`config.mk`:
```
export PLATFORM = sky130hd
export DESIGN_NAME = store_buf_top
export DESIGN_NICKNAME = d
export VERILOG_FILES = /design/src/rtl/stbuf_pkg.sv /design/src/rtl/stbuf_ring.sv /design/src/rtl/stbuf_retire.sv /design/src/rtl/stbuf_load_fsm.sv /design/src/rtl/store_buf_top.sv
export SDC_FILE = /design/constraint.sdc
export NUM_CORES = 1
export LEC_CHECK = 0
export BUFFER_PORTS_ARGS = -buffer_cell sky130_fd_sc_hd__buf_2
export CORE_MARGIN = 8
export CORE_UTILIZATION = 50
export CTS_CLUSTER_SIZE = 30
export DETAILED_ROUTE_END_ITERATION = 16
export PLACE_DENSITY = 0.67
export SETUP_SLACK_MARGIN = 0.15
export SKIP_CTS_REPAIR_TIMING = 1
export SLEW_MARGIN = 10
export SYNTH_ARGS = -nofsm -noshare
export SYNTH_HDL_FRONTEND = slang
export SYNTH_SLANG_ARGS = --single-unit
```
`constraint.sdc`:
```
create_clock -name clk -period 9.9 [get_ports clk]
set_input_delay 0.99 -clock clk [delete_from_list [all_inputs] [get_ports clk]]
set_output_delay 0.99 -clock clk [all_outputs]
set_load 0.005 [all_outputs]
```
`src/rtl/stbuf_pkg.sv`:
```
package stbuf_pkg;
    parameter int unsigned AW    = 32;
    parameter int unsigned DW    = 32;
    parameter int unsigned DEPTH = 8;   // must be a power of two
    localparam int unsigned PW   = $clog2(DEPTH);
    localparam int unsigned CW   = PW + 1;

    typedef enum logic [2:0] {
        OP_LOAD       = 3'd0,
        OP_STORE      = 3'd1,
        OP_STORE_REL  = 3'd2,
        OP_FENCE_FULL = 3'd3,
        OP_FENCE_LD   = 3'd4
    } op_e;

    typedef struct packed {
        logic [AW-1:0] addr;
        logic [DW-1:0] data;
    } entry_t;

    typedef enum logic [1:0] {
        LD_IDLE  = 2'd0,
        LD_ISSUE = 2'd1,
        LD_WAIT  = 2'd2
    } ld_state_e;

    function automatic logic is_store(op_e op);
        return (op == OP_STORE) || (op == OP_STORE_REL);
    endfunction
endpackage

```
`src/rtl/stbuf_ring.sv`:
```
module stbuf_ring
    import stbuf_pkg::*;
(
    input  logic          clk,
    input  logic          rst,
    input  logic          push,
    input  entry_t        push_entry,
    input  logic          pop,
    output entry_t        head_entry,
    output logic [CW-1:0] count,
    output logic          full,
    output logic          empty,
    input  logic [AW-1:0] lookup_addr,
    output logic          hit,
    output logic [DW-1:0] hit_data
);
    entry_t        slots [DEPTH];
    logic [PW-1:0] head_q, tail_q, idx;
    logic [CW-1:0] cnt_q;
    logic [DEPTH-1:0] slot_match;

    always_ff @(posedge clk) begin
        if (rst) begin
            head_q <= '0;
            tail_q <= '0;
            cnt_q  <= '0;
        end else begin
            if (push) tail_q <= tail_q + 1'b1;
            if (pop)  head_q <= head_q + 1'b1;
            cnt_q <= cnt_q + CW'(push) - CW'(pop);
        end
    end

    always_ff @(posedge clk) begin
        if (push) slots[tail_q] <= push_entry;
    end

    // per-slot compare, valid only inside the occupied window
    for (genvar g = 0; g < DEPTH; g++) begin : g_cmp
        logic [PW-1:0] age;
        assign age = PW'(g) - head_q;
        assign slot_match[g] = ({1'b0, age} < cnt_q) && (slots[g].addr == lookup_addr);
    end

    // walk oldest to youngest; the last match wins
    always_comb begin
        hit      = 1'b0;
        hit_data = '0;
        idx      = '0;
        for (int i = 0; i < DEPTH; i++) begin
            idx = head_q + PW'(i);
            if (slot_match[idx]) begin
                hit      = 1'b1;
                hit_data = slots[idx].data;
            end
        end
    end

    assign head_entry = slots[head_q];
    assign count      = cnt_q;
    assign full       = (cnt_q == CW'(DEPTH));
    assign empty      = (cnt_q == '0);
endmodule

```
`src/rtl/stbuf_retire.sv`:
```
module stbuf_retire
    import stbuf_pkg::*;
(
    input  logic          clk,
    input  logic          rst,
    input  logic          retire_i,
    input  logic [CW-1:0] count,
    input  logic          commit_fire,
    output logic          can_commit
);
    logic [CW-1:0] ret_q;
    logic          advance;

    // retired entries are a contiguous run starting at the head
    assign advance = retire_i && (ret_q < count);

    always_ff @(posedge clk) begin
        if (rst) ret_q <= '0;
        else     ret_q <= ret_q + CW'(advance) - CW'(commit_fire);
    end

    assign can_commit = (ret_q != '0);
endmodule

```
`src/rtl/stbuf_load_fsm.sv`:
```
module stbuf_load_fsm
    import stbuf_pkg::*;
(
    input  logic          clk,
    input  logic          rst,
    input  logic          hit_go,
    input  logic [DW-1:0] hit_data,
    input  logic          miss_go,
    input  logic [AW-1:0] miss_addr,
    input  logic          mem_ready,
    input  logic          mem_rvalid,
    input  logic [DW-1:0] mem_rdata,
    output logic          busy,
    output logic          rd_valid,
    output logic [AW-1:0] rd_addr,
    output logic          rsp_valid,
    output logic [DW-1:0] rsp_data
);
    ld_state_e     state_q;
    logic [AW-1:0] addr_q;

    always_ff @(posedge clk) begin
        if (rst) begin
            state_q   <= LD_IDLE;
            addr_q    <= '0;
            rsp_valid <= 1'b0;
            rsp_data  <= '0;
        end else begin
            rsp_valid <= 1'b0;
            unique case (state_q)
                LD_IDLE: begin
                    if (hit_go) begin
                        rsp_valid <= 1'b1;
                        rsp_data  <= hit_data;
                    end else if (miss_go) begin
                        addr_q  <= miss_addr;
                        state_q <= LD_ISSUE;
                    end
                end
                LD_ISSUE: if (mem_ready) state_q <= LD_WAIT;
                LD_WAIT: begin
                    if (mem_rvalid) begin
                        rsp_valid <= 1'b1;
                        rsp_data  <= mem_rdata;
                        state_q   <= LD_IDLE;
                    end
                end
                default: state_q <= LD_IDLE;
            endcase
        end
    end

    assign busy     = (state_q != LD_IDLE);
    assign rd_valid = (state_q == LD_ISSUE);
    assign rd_addr  = addr_q;
endmodule

```
`src/rtl/store_buf_top.sv`:
```
module store_buf_top
    import stbuf_pkg::*;
(
    input  logic          clk,
    input  logic          rst,
    input  logic          req_valid,
    output logic          req_ready,
    input  logic [2:0]    req_op,
    input  logic [AW-1:0] req_addr,
    input  logic [DW-1:0] req_wdata,
    input  logic          retire_i,
    output logic          rsp_valid,
    output logic [DW-1:0] rsp_data,
    output logic          mem_req_valid,
    input  logic          mem_req_ready,
    output logic          mem_req_we,
    output logic [AW-1:0] mem_req_addr,
    output logic [DW-1:0] mem_req_wdata,
    input  logic          mem_rsp_valid,
    input  logic [DW-1:0] mem_rsp_rdata,
    output logic          sq_empty
);
    op_e           op;
    logic          is_ld, is_st, is_ffull;
    logic [CW-1:0] q_count;
    logic          q_full, q_empty, hit;
    logic [DW-1:0] hit_data;
    entry_t        head_e, new_e;
    logic          busy, rd_valid;
    logic [AW-1:0] rd_addr;
    logic          can_commit, commit_valid, commit_fire, ld_block;
    logic          acc, push, hit_go, miss_go;

    assign op       = op_e'(req_op);
    assign is_ld    = (op == OP_LOAD);
    assign is_st    = is_store(op);
    assign is_ffull = (op == OP_FENCE_FULL);

    // commits use the memory port only while no load owns it
    assign commit_valid = !busy && can_commit;
    assign commit_fire  = commit_valid && mem_req_ready;
    assign ld_block     = commit_valid && !mem_req_ready;

    always_comb begin
        req_ready = !busy;
        if (is_st)         req_ready = !busy && !q_full;
        else if (is_ffull) req_ready = !busy && q_empty;
        else if (is_ld)    req_ready = !busy && !ld_block;
    end

    assign acc     = req_valid && req_ready;
    assign push    = acc && is_st;
    assign hit_go  = acc && is_ld && hit;
    assign miss_go = acc && is_ld && !hit;
    assign new_e   = '{addr: req_addr, data: req_wdata};

    stbuf_ring u_ring (
        .clk(clk), .rst(rst),
        .push(push), .push_entry(new_e), .pop(commit_fire),
        .head_entry(head_e), .count(q_count), .full(q_full), .empty(q_empty),
        .lookup_addr(req_addr), .hit(hit), .hit_data(hit_data)
    );

    stbuf_retire u_ret (
        .clk(clk), .rst(rst), .retire_i(retire_i), .count(q_count),
        .commit_fire(commit_fire), .can_commit(can_commit)
    );

    stbuf_load_fsm u_ld (
        .clk(clk), .rst(rst),
        .hit_go(hit_go), .hit_data(hit_data),
        .miss_go(miss_go), .miss_addr(req_addr),
        .mem_ready(mem_req_ready), .mem_rvalid(mem_rsp_valid), .mem_rdata(mem_rsp_rdata),
        .busy(busy), .rd_valid(rd_valid), .rd_addr(rd_addr),
        .rsp_valid(rsp_valid), .rsp_data(rsp_data)
    );

    assign mem_req_valid = rd_valid || commit_valid;
    assign mem_req_we    = !rd_valid;
    assign mem_req_addr  = rd_valid ? rd_addr : head_e.addr;
    assign mem_req_wdata = head_e.data;
    assign sq_empty      = q_empty && !busy;
endmodule

```
==> Word level (Yosys, flattened, before mapping) <==
Memory sizes are Yosys's and may differ from the RTL's. A register that Yosys moved wholly into a read port is not among the register bits.
Index checks and enable logic that the tools add are counted.
Widths: inputs -> output; s select.
{ "word_totals": {"ff_bits": 81, "mem_bits_rw": 512, "in_bits": 105, "output_inout_bits": 101, "wordCells": 154, "memories": 1} }
{ "mem_list": {"columns": ["name", "words", "width", "read_ports", "rd_ports_with_merged_regs", "write_ports", "line", "text"], "rows": [
  ["u_ring.slots", 8, 64, 16, 1, 1, "stbuf_ring.sv:17", "entry_t slots [DEPTH];"]
]} }
{ "op_classes": {"add_sub_neg": 20, "magnitude_cmp": 17, "eq_ne": 19, "n_mux": 51, "n_bitwise": 1, "reduce_logical": 37} }
{ "ops": {"columns": ["cell", "n"], "rows": [
  ["$mux 32", 11],
  ["$eq 32x32->1", 8],
  ["$pmux 32 s2", 1],
  ["$lt 3x4->1", 8],
  ["$lt 3x4->1 const B", 8],
  ["$bmux 1 s3", 8],
  ["$mux 1", 23],
  ["$logic_and 1x1->1", 20],
  ["$add 3x3->3 const B", 4],
  ["$sub 3x3->3 const A", 4],
  ["$ne 2x2->1 const B", 5],
  ["$add 4x1->4", 2],
  ["$mux 2", 4],
  ["$sub 4x1->4", 2],
  ["$add 3x1->3 const B", 2],
  ["$add 3x2->3 const B", 2],
  ["$eq 3x2->1 const B", 2],
  ["$logic_not 1->1", 6],
  ["$mux 3", 2],
  ["$pmux 2 s3", 1],
  ["$reduce_and 3->1", 2],
  ["$sub 1x3->3 const A", 2],
  ["$sub 2x3->3 const A", 2],
  ["$eq 4x4->1 const B", 1],
  ["13 further kinds", 15]
]} }

==> Logic depth before layout (Yosys ltp) <==
{ "logic_depth": {"ltp_word": 18, "mapped_depth": 20} }

==> Hierarchy <==
From an unflattened synthesis, not the netlist that was laid out.
{ "unflattened": {"cells_unflattened": 2903, "area_unflattened_um2": 37783.7} }
{ "by_module_without_submodules": {"columns": ["mod", "instances", "cells_per_inst", "area_each_um2", "seq_area_each_um2"], "rows": [
  ["stbuf_ring", 1, 2478, 34109.0, 15635.0],
  ["stbuf_load_fsm", 1, 331, 2820.2, 1341.3],
  ["store_buf_top", 1, 55, 523.0, 0.0],
  ["stbuf_retire", 1, 39, 331.6, 80.1]
]} }

==> Worst setup path before layout <==
OpenSTA, ideal clock, no wires.
{ "synth_timing": {"path_type": "in2reg", "from": "input req_op[1]", "to": "memory u_ring.slots[6][0] in the netlist's numbering, enable pin", "setup_ns": 0.578, "t_arrival_ns": 6.666, "required_time_ns": 9.322, "setup_slack_ns": 2.656, "path_stages": 7, "cell_sequence": "xnor2_1 > nor2_1 > a31oi_1 > nand2_1 > nor2_1 > nand2_1 > nor3b_1"} }
{ "synth_via": {"elab_chain_len": 8, "word_cells_on_any_way": 12, "cone_classes": "3 x eq/ne; 5 x mux; 4 x reduce/logical"} }
{ "synth_lines": {"columns": ["element", "line", "text"], "rows": [
  ["start, declared", "store_buf_top.sv:8", "input logic [2:0] req_op,"],
  ["$logic_not 3->1", "store_buf_top.sv:35", "assign is_ld = (op == OP_LOAD);"],
  ["$mux 1", "store_buf_top.sv:48", "else if (is_ld) req_ready = !busy && !ld_block;"],
  ["$mux 1", "store_buf_top.sv:47", "else if (is_ffull) req_ready = !busy && q_empty;"],
  ["$mux 1 (*)", "store_buf_top.sv:46", "if (is_st) req_ready = !busy && !q_full;"],
  ["named net req_ready", "store_buf_top.sv:7", "output logic req_ready,"],
  ["$logic_and 1x1->1 (*)", "store_buf_top.sv:51", "assign acc = req_valid && req_ready;"],
  ["$logic_and 1x1->1 (*)", "store_buf_top.sv:52", "assign push = acc && is_st;"],
  ["named net push", "store_buf_top.sv:32", "logic acc, push, hit_go, miss_go;"],
  ["$mux 1 (*)", "stbuf_ring.sv:35", "if (push) slots[tail_q] <= push_entry;"],
  ["$mux 1 (implied by the code) (*)", "stbuf_ring.sv:35", null],
  ["end, declared", "stbuf_ring.sv:17", null]
]} }
Mark *: on every way through the listed nets, which the timed path passes. The rest lies on a longest branch.

==> Worst setup path in the final report <==
{ "layout_timing": {"from": "register u_ring.head_q[1]", "to": "register u_ld.rsp_data[9]"} }
{ "layout_via": {"elab_chain_len": 16, "word_cells_on_any_way": 69, "cone_classes": "15 x add/sub; 8 x order compare; 1 x eq/ne; 34 x mux; 10 x reduce/logical; 1 x memory"} }
{ "layout_lines": {"columns": ["element", "line", "text"], "rows": [
  ["start, declared", "stbuf_ring.sv:18", "logic [PW-1:0] head_q, tail_q, idx;"],
  ["start signal, assigned", "stbuf_ring.sv:29", "if (pop) head_q <= head_q + 1'b1;"],
  ["$sub 1x3->3 (tied with other cells)", "stbuf_ring.sv:41", "assign age = PW'(g) - head_q;"],
  ["$lt 3x4->1", "stbuf_ring.sv:42", "assign slot_match[g] = ({1'b0, age} < cnt_q) && (slots[g].addr == lookup_addr);"],
  ["$logic_and 1x1->1", "stbuf_ring.sv:42", null],
  ["$bmux 1 s3", "stbuf_ring.sv:52", "if (slot_match[idx]) begin"],
  ["$mux 1 (implied by the code)", "stbuf_ring.sv:52", null],
  ["$mux 1 (8 in series)", "stbuf_ring.sv:52", null],
  ["$logic_and 1x1->1", "store_buf_top.sv:53", "assign hit_go = acc && is_ld && hit;"],
  ["$ne 2x2->1 (no source line)", null, null],
  ["$reduce_and 3->1 (no source line)", null, null],
  ["end signal, assigned", "stbuf_load_fsm.sv:34", "rsp_data <= hit_data;"],
  ["end signal, assigned", "stbuf_load_fsm.sv:44", "rsp_data <= mem_rdata;"],
  ["end, declared", "stbuf_load_fsm.sv:17", "output logic [DW-1:0] rsp_data"]
]} }
Several ways; a longest one is shown, not always the timed one. The select of a mux whose other input is x is not followed.
A chain may end at the register's enable or synchronous reset.

==> flow_metrics.py <==
metrics = {
    "floorplan": {
        "start_util_pct": 50.37,
        "die_width_um": 289.4,
        "rows": 100,
        "die_y_um": 289.4,
        "io_pins": 206,
        "core_um2": 74200,
        "die_area_um2": 83740,
    },
    "sta": {
        "fin_tns_setup_ps": 0,
        "slew_viol_final": 0,
        "hold_viol_final": 0,
        "fin_crit_sh_pct": 69.42,
        "worst_slew_pin_slew_ps": 1421,
        "fin_skew_ps": 30.99,
        "period_needed_ps": 6873,
        "setup_viol": 0,
        "rsz0062_at_grt": "false",
        "relSlewSlack_pct": 4.989,
        "setup_ws_ps": 3027,
        "max_freq_mhz": 145.5,
    },
    "routing": {
        "firstDrtPassIters": 11,
        "vias": 25960,
        "final_antenna_net_count": 0,
        "routed_wl_um": 110700,
        "vias_per_cell": 6.835,
        "drc_errors": 0,
        "avgRoutedWirePerCell_um": 29.15,
        "first_iter_violations": 3335,
    },
    "global_routing": {
        "grt_max_degree": 148,
        "grt_pass1_vias": 26490,
        "grtUsageTotal_pct": 25.95,
        "antenna_found_initial": 12,
        "overflow": 0,
        "grt_first_pass_wirelength_um": 164400,
    },
    "pwr": {
        "irDropWorstVdd_v": 0.0002929,
        "p_leak_nw": 13.51,
        "p_per_area_nw_per_um2": 252.9,
    },
    "synth": {
        "avgSynthCellArea_um2": 13.91,
        "synth.most_common_cell": "edfxtp_1",
        "post-synth-top-area-cell": "edfxtp_1",
        "async_flop_share_pct": 0,
        "synth_ff_type": "edfxtp_1",
        "synth_warnings": 0,
        "syn_nets": 2823,
        "ys_seq_elements": 596,
        "yosys-top-cells-count": "edfxtp_1 (512), mux4_2 (386), nand2_1 (274), xnor2_1 (264), mux2i_1 (206)",
        "synth.top_cell.area_share_pct": 41.14,
        "yosysUniqueCellTypes": 63,
        "yosysSeqAreaShare_pct": 45.64,
        "synth_area_um2": 37370,
        "synthTopCellsByArea": "edfxtp_1 (41%), mux4_2 (23%), xnor2_1 (6.2%)",
        "synthCells": 2687,
        "synth-edff-count": 512,
    },
    "clock_tree": {
        "clockRootBuffer": "clkbuf_16",
        "cts_made_buffers": 67,
        "clk_path_buf_depth": 3,
        "cts.reportedPaths.clkPinSlew_ps": 60,
        "numClockSinks": 596,
        "cts_tree": "done",
        "cts_max_level": 3,
        "worstSkewPairLatency_ps": 640,
    },
    "worst_setup_path": {
        "crit-reg2reg-capture": "u_ld.rsp_data[9]$_SDFFE_PP0P_",
        "cp_max_fo": 76,
        "crit-reg2reg-launch": "u_ring.head_q[1]$_SDFFE_PP0P_",
        "cp_cell_sequence": "inv_1 -> ha_4 -> clkinv_1 -> ha_1 -> a21o_1 -> a21oi_1 -> o211ai_1 -> mux2i_1 -> mux4_2 -> nor2_2 -> a31oi_4 -> or3_2 -> buf_4 -> o32ai_2",
        "ff2ff_setup_slack_ps": 3030,
        "cp-end-kind": "flop",
        "cpPeakStageDelay_ps": 1090,
        "critPathKind": "flop to flop",
        "cp_top_family": "buffers and inverters",
        "crit_arrival_ps": 7420,
        "critPathRequiredTime_ps": 10440,
        "crit_buf_inv": 3,
        "start_kind": "flop",
        "crit_slowest_cell": "dfxtp_4",
        "reg2reg_depth": 14,
    },
    "placement": {
        "portBuffers": 205,
        "place_congestion": 0.9005,
        "dp_hpwl_um": 67630,
        "place_ws_ps": 3184,
    },
    "worst_hold_path": {
        "min_path_cells": 2,
        "hold_end": "u_ld.rsp_data[31]$_SDFFE_PP0P_",
        "min_path_type": "flop to flop",
        "hp-start": "u_ld.rsp_data[31]$_SDFFE_PP0P_",
    },
    "cells_and_area": {
        "drive_above_1_share_pct": 29.89,
        "fin_nets": 2905,
        "areaGrowthSynthToFinish_pct": 10.30,
    },
    "status": {
        "status": "complete, no violations",
    },
    "flow_run": {
        "drv_cap": 0,
    },
}
==> registers in the layout (all words and copies together), names as in the netlist, named ones only <==
signal / cells
u_ring.count: 4
u_ring.tail_q: 3
u_ld.rsp_valid: 1
u_ret.ret_q: 4
u_ring.slots: 512
u_ring.head_q: 3
u_ld.state_q: 2
u_ld.rd_addr: 32
u_ld.rsp_data: 32
==> metal layers <==
layer / vias up / share of wire (%) / GRT usage [%] / routed length [µm]
li1: 10870 / - / - / -
met1: 13130 / 37 / 32.80 / 41130
met2: 1612 / 49 / 42.75 / 53730
met3: 339 / 9.5 / 5.206 / 10570
met4: 10 / 4.7 / 12.52 / 5196
met5: - / 0.070 / 0 / 77
==> metrics by stage <==
step	power [mW]	cells	util (%)	hold WS, ps	instance area (µm²)
5_1_grt	10.88	3796	55.54	493.4	41210
3_3_place_gp	7.719	3669	52.48	456.1	38940
6_report	10.42	3798	55.55	477.1	41220
2_1_floorplan	6.675	2687	-	448.6	37370
4_1_cts	10.40	3793	55.53	476.1	41200
3_5_place_dp	7.849	3669	52.48	467.1	38940
==> tightest hold or removal path, stage by stage, from the launching register on <==
cell and delay, ps:
dfxtp_1 320, inv_1 60, o32ai_1 60
==> kinds of logic after synthesis <==
kind of cell               after synthesis  share of synthesized area, %
AOI/OAI and AO/OA                      283                         6.285
xor gates and xnor gates               268                         6.281
adders and majority gates               31                         1.078
buffers and inverters                  293                         3.683
DFF                                    596                         45.64
muxes                                  625                         29.78
and+or+nand+nor                        591                         7.256
==> cells in the final DEF, fill, tap and decap left out, types with 4 or more instances in the layout <==
cell and instances:
edfxtp_1 512, mux4_2 386, nand2_1 273, xnor2_1 262, mux2i_1 206, buf_2 205
nor2_1 126, dfxtp_1 79, nand4_1 67, clkbuf_16 67, a221oi_1 64, inv_1 52
a21oi_1 43, buf_4 43, o21ai_0 38, nand3_1 37, and3_1 36, mux2_2 33
o31ai_1 32, o221ai_1 32, o32ai_2 30, ha_1 28, clkbuf_1 20, nor4_1 13
clkinv_2 11, clkbuf_8 10, o211ai_1 9, o21a_1 6, nor4_2 6, diode_2 5
nor2_4 5, dfxtp_4 5, inv_2 4, nor3_1 4, nor3b_2 4, a21o_1 4
bufinv_16 4
==> where the power goes <==
group          switching [mW]  internal, mW  total, mW
sequential              0.194          2.79       2.99
clock                    1.08          1.46       2.55
combinational            2.67          2.22       4.89
==> final cells by class <==
type,count,area (µm²)
multi-input cells,1798,19070
clock inverters,27,377.9
diodes,5,12.51
repair buffers,249,1369
well taps,969,1212
flip-flops and latches,596,17080
inverters,57,214.0
fillers,5908,32980
clock buffers,97,1889
==> worst max-delay path by stage <==
stage	endpoint	from	cells past startpoint	slack, ps
finish	u_ld.rsp_data[9]$_SDFFE_PP0P_	u_ring.head_q[1]$_SDFFE_PP0P_	14	3030
global route	u_ld.rsp_data[6]$_SDFFE_PP0P_	u_ring.head_q[1]$_SDFFE_PP0P_	15	2710
CTS	u_ld.rsp_data[6]$_SDFFE_PP0P_	u_ring.head_q[1]$_SDFFE_PP0P_	15	3190
detailed placement	u_ld.rsp_data[12]$_SDFFE_PP0P_	u_ring.head_q[1]$_SDFFE_PP0P_	14	3180
global placement	u_ld.rsp_data[17]$_SDFFE_PP0P_	u_ring.head_q[1]$_SDFFE_PP0P_	14	3450
floorplan	u_ring.slots[6][0]$_DFFE_PP_	req_op[1]	7	2660
Power figures use the tool's default switching activity.
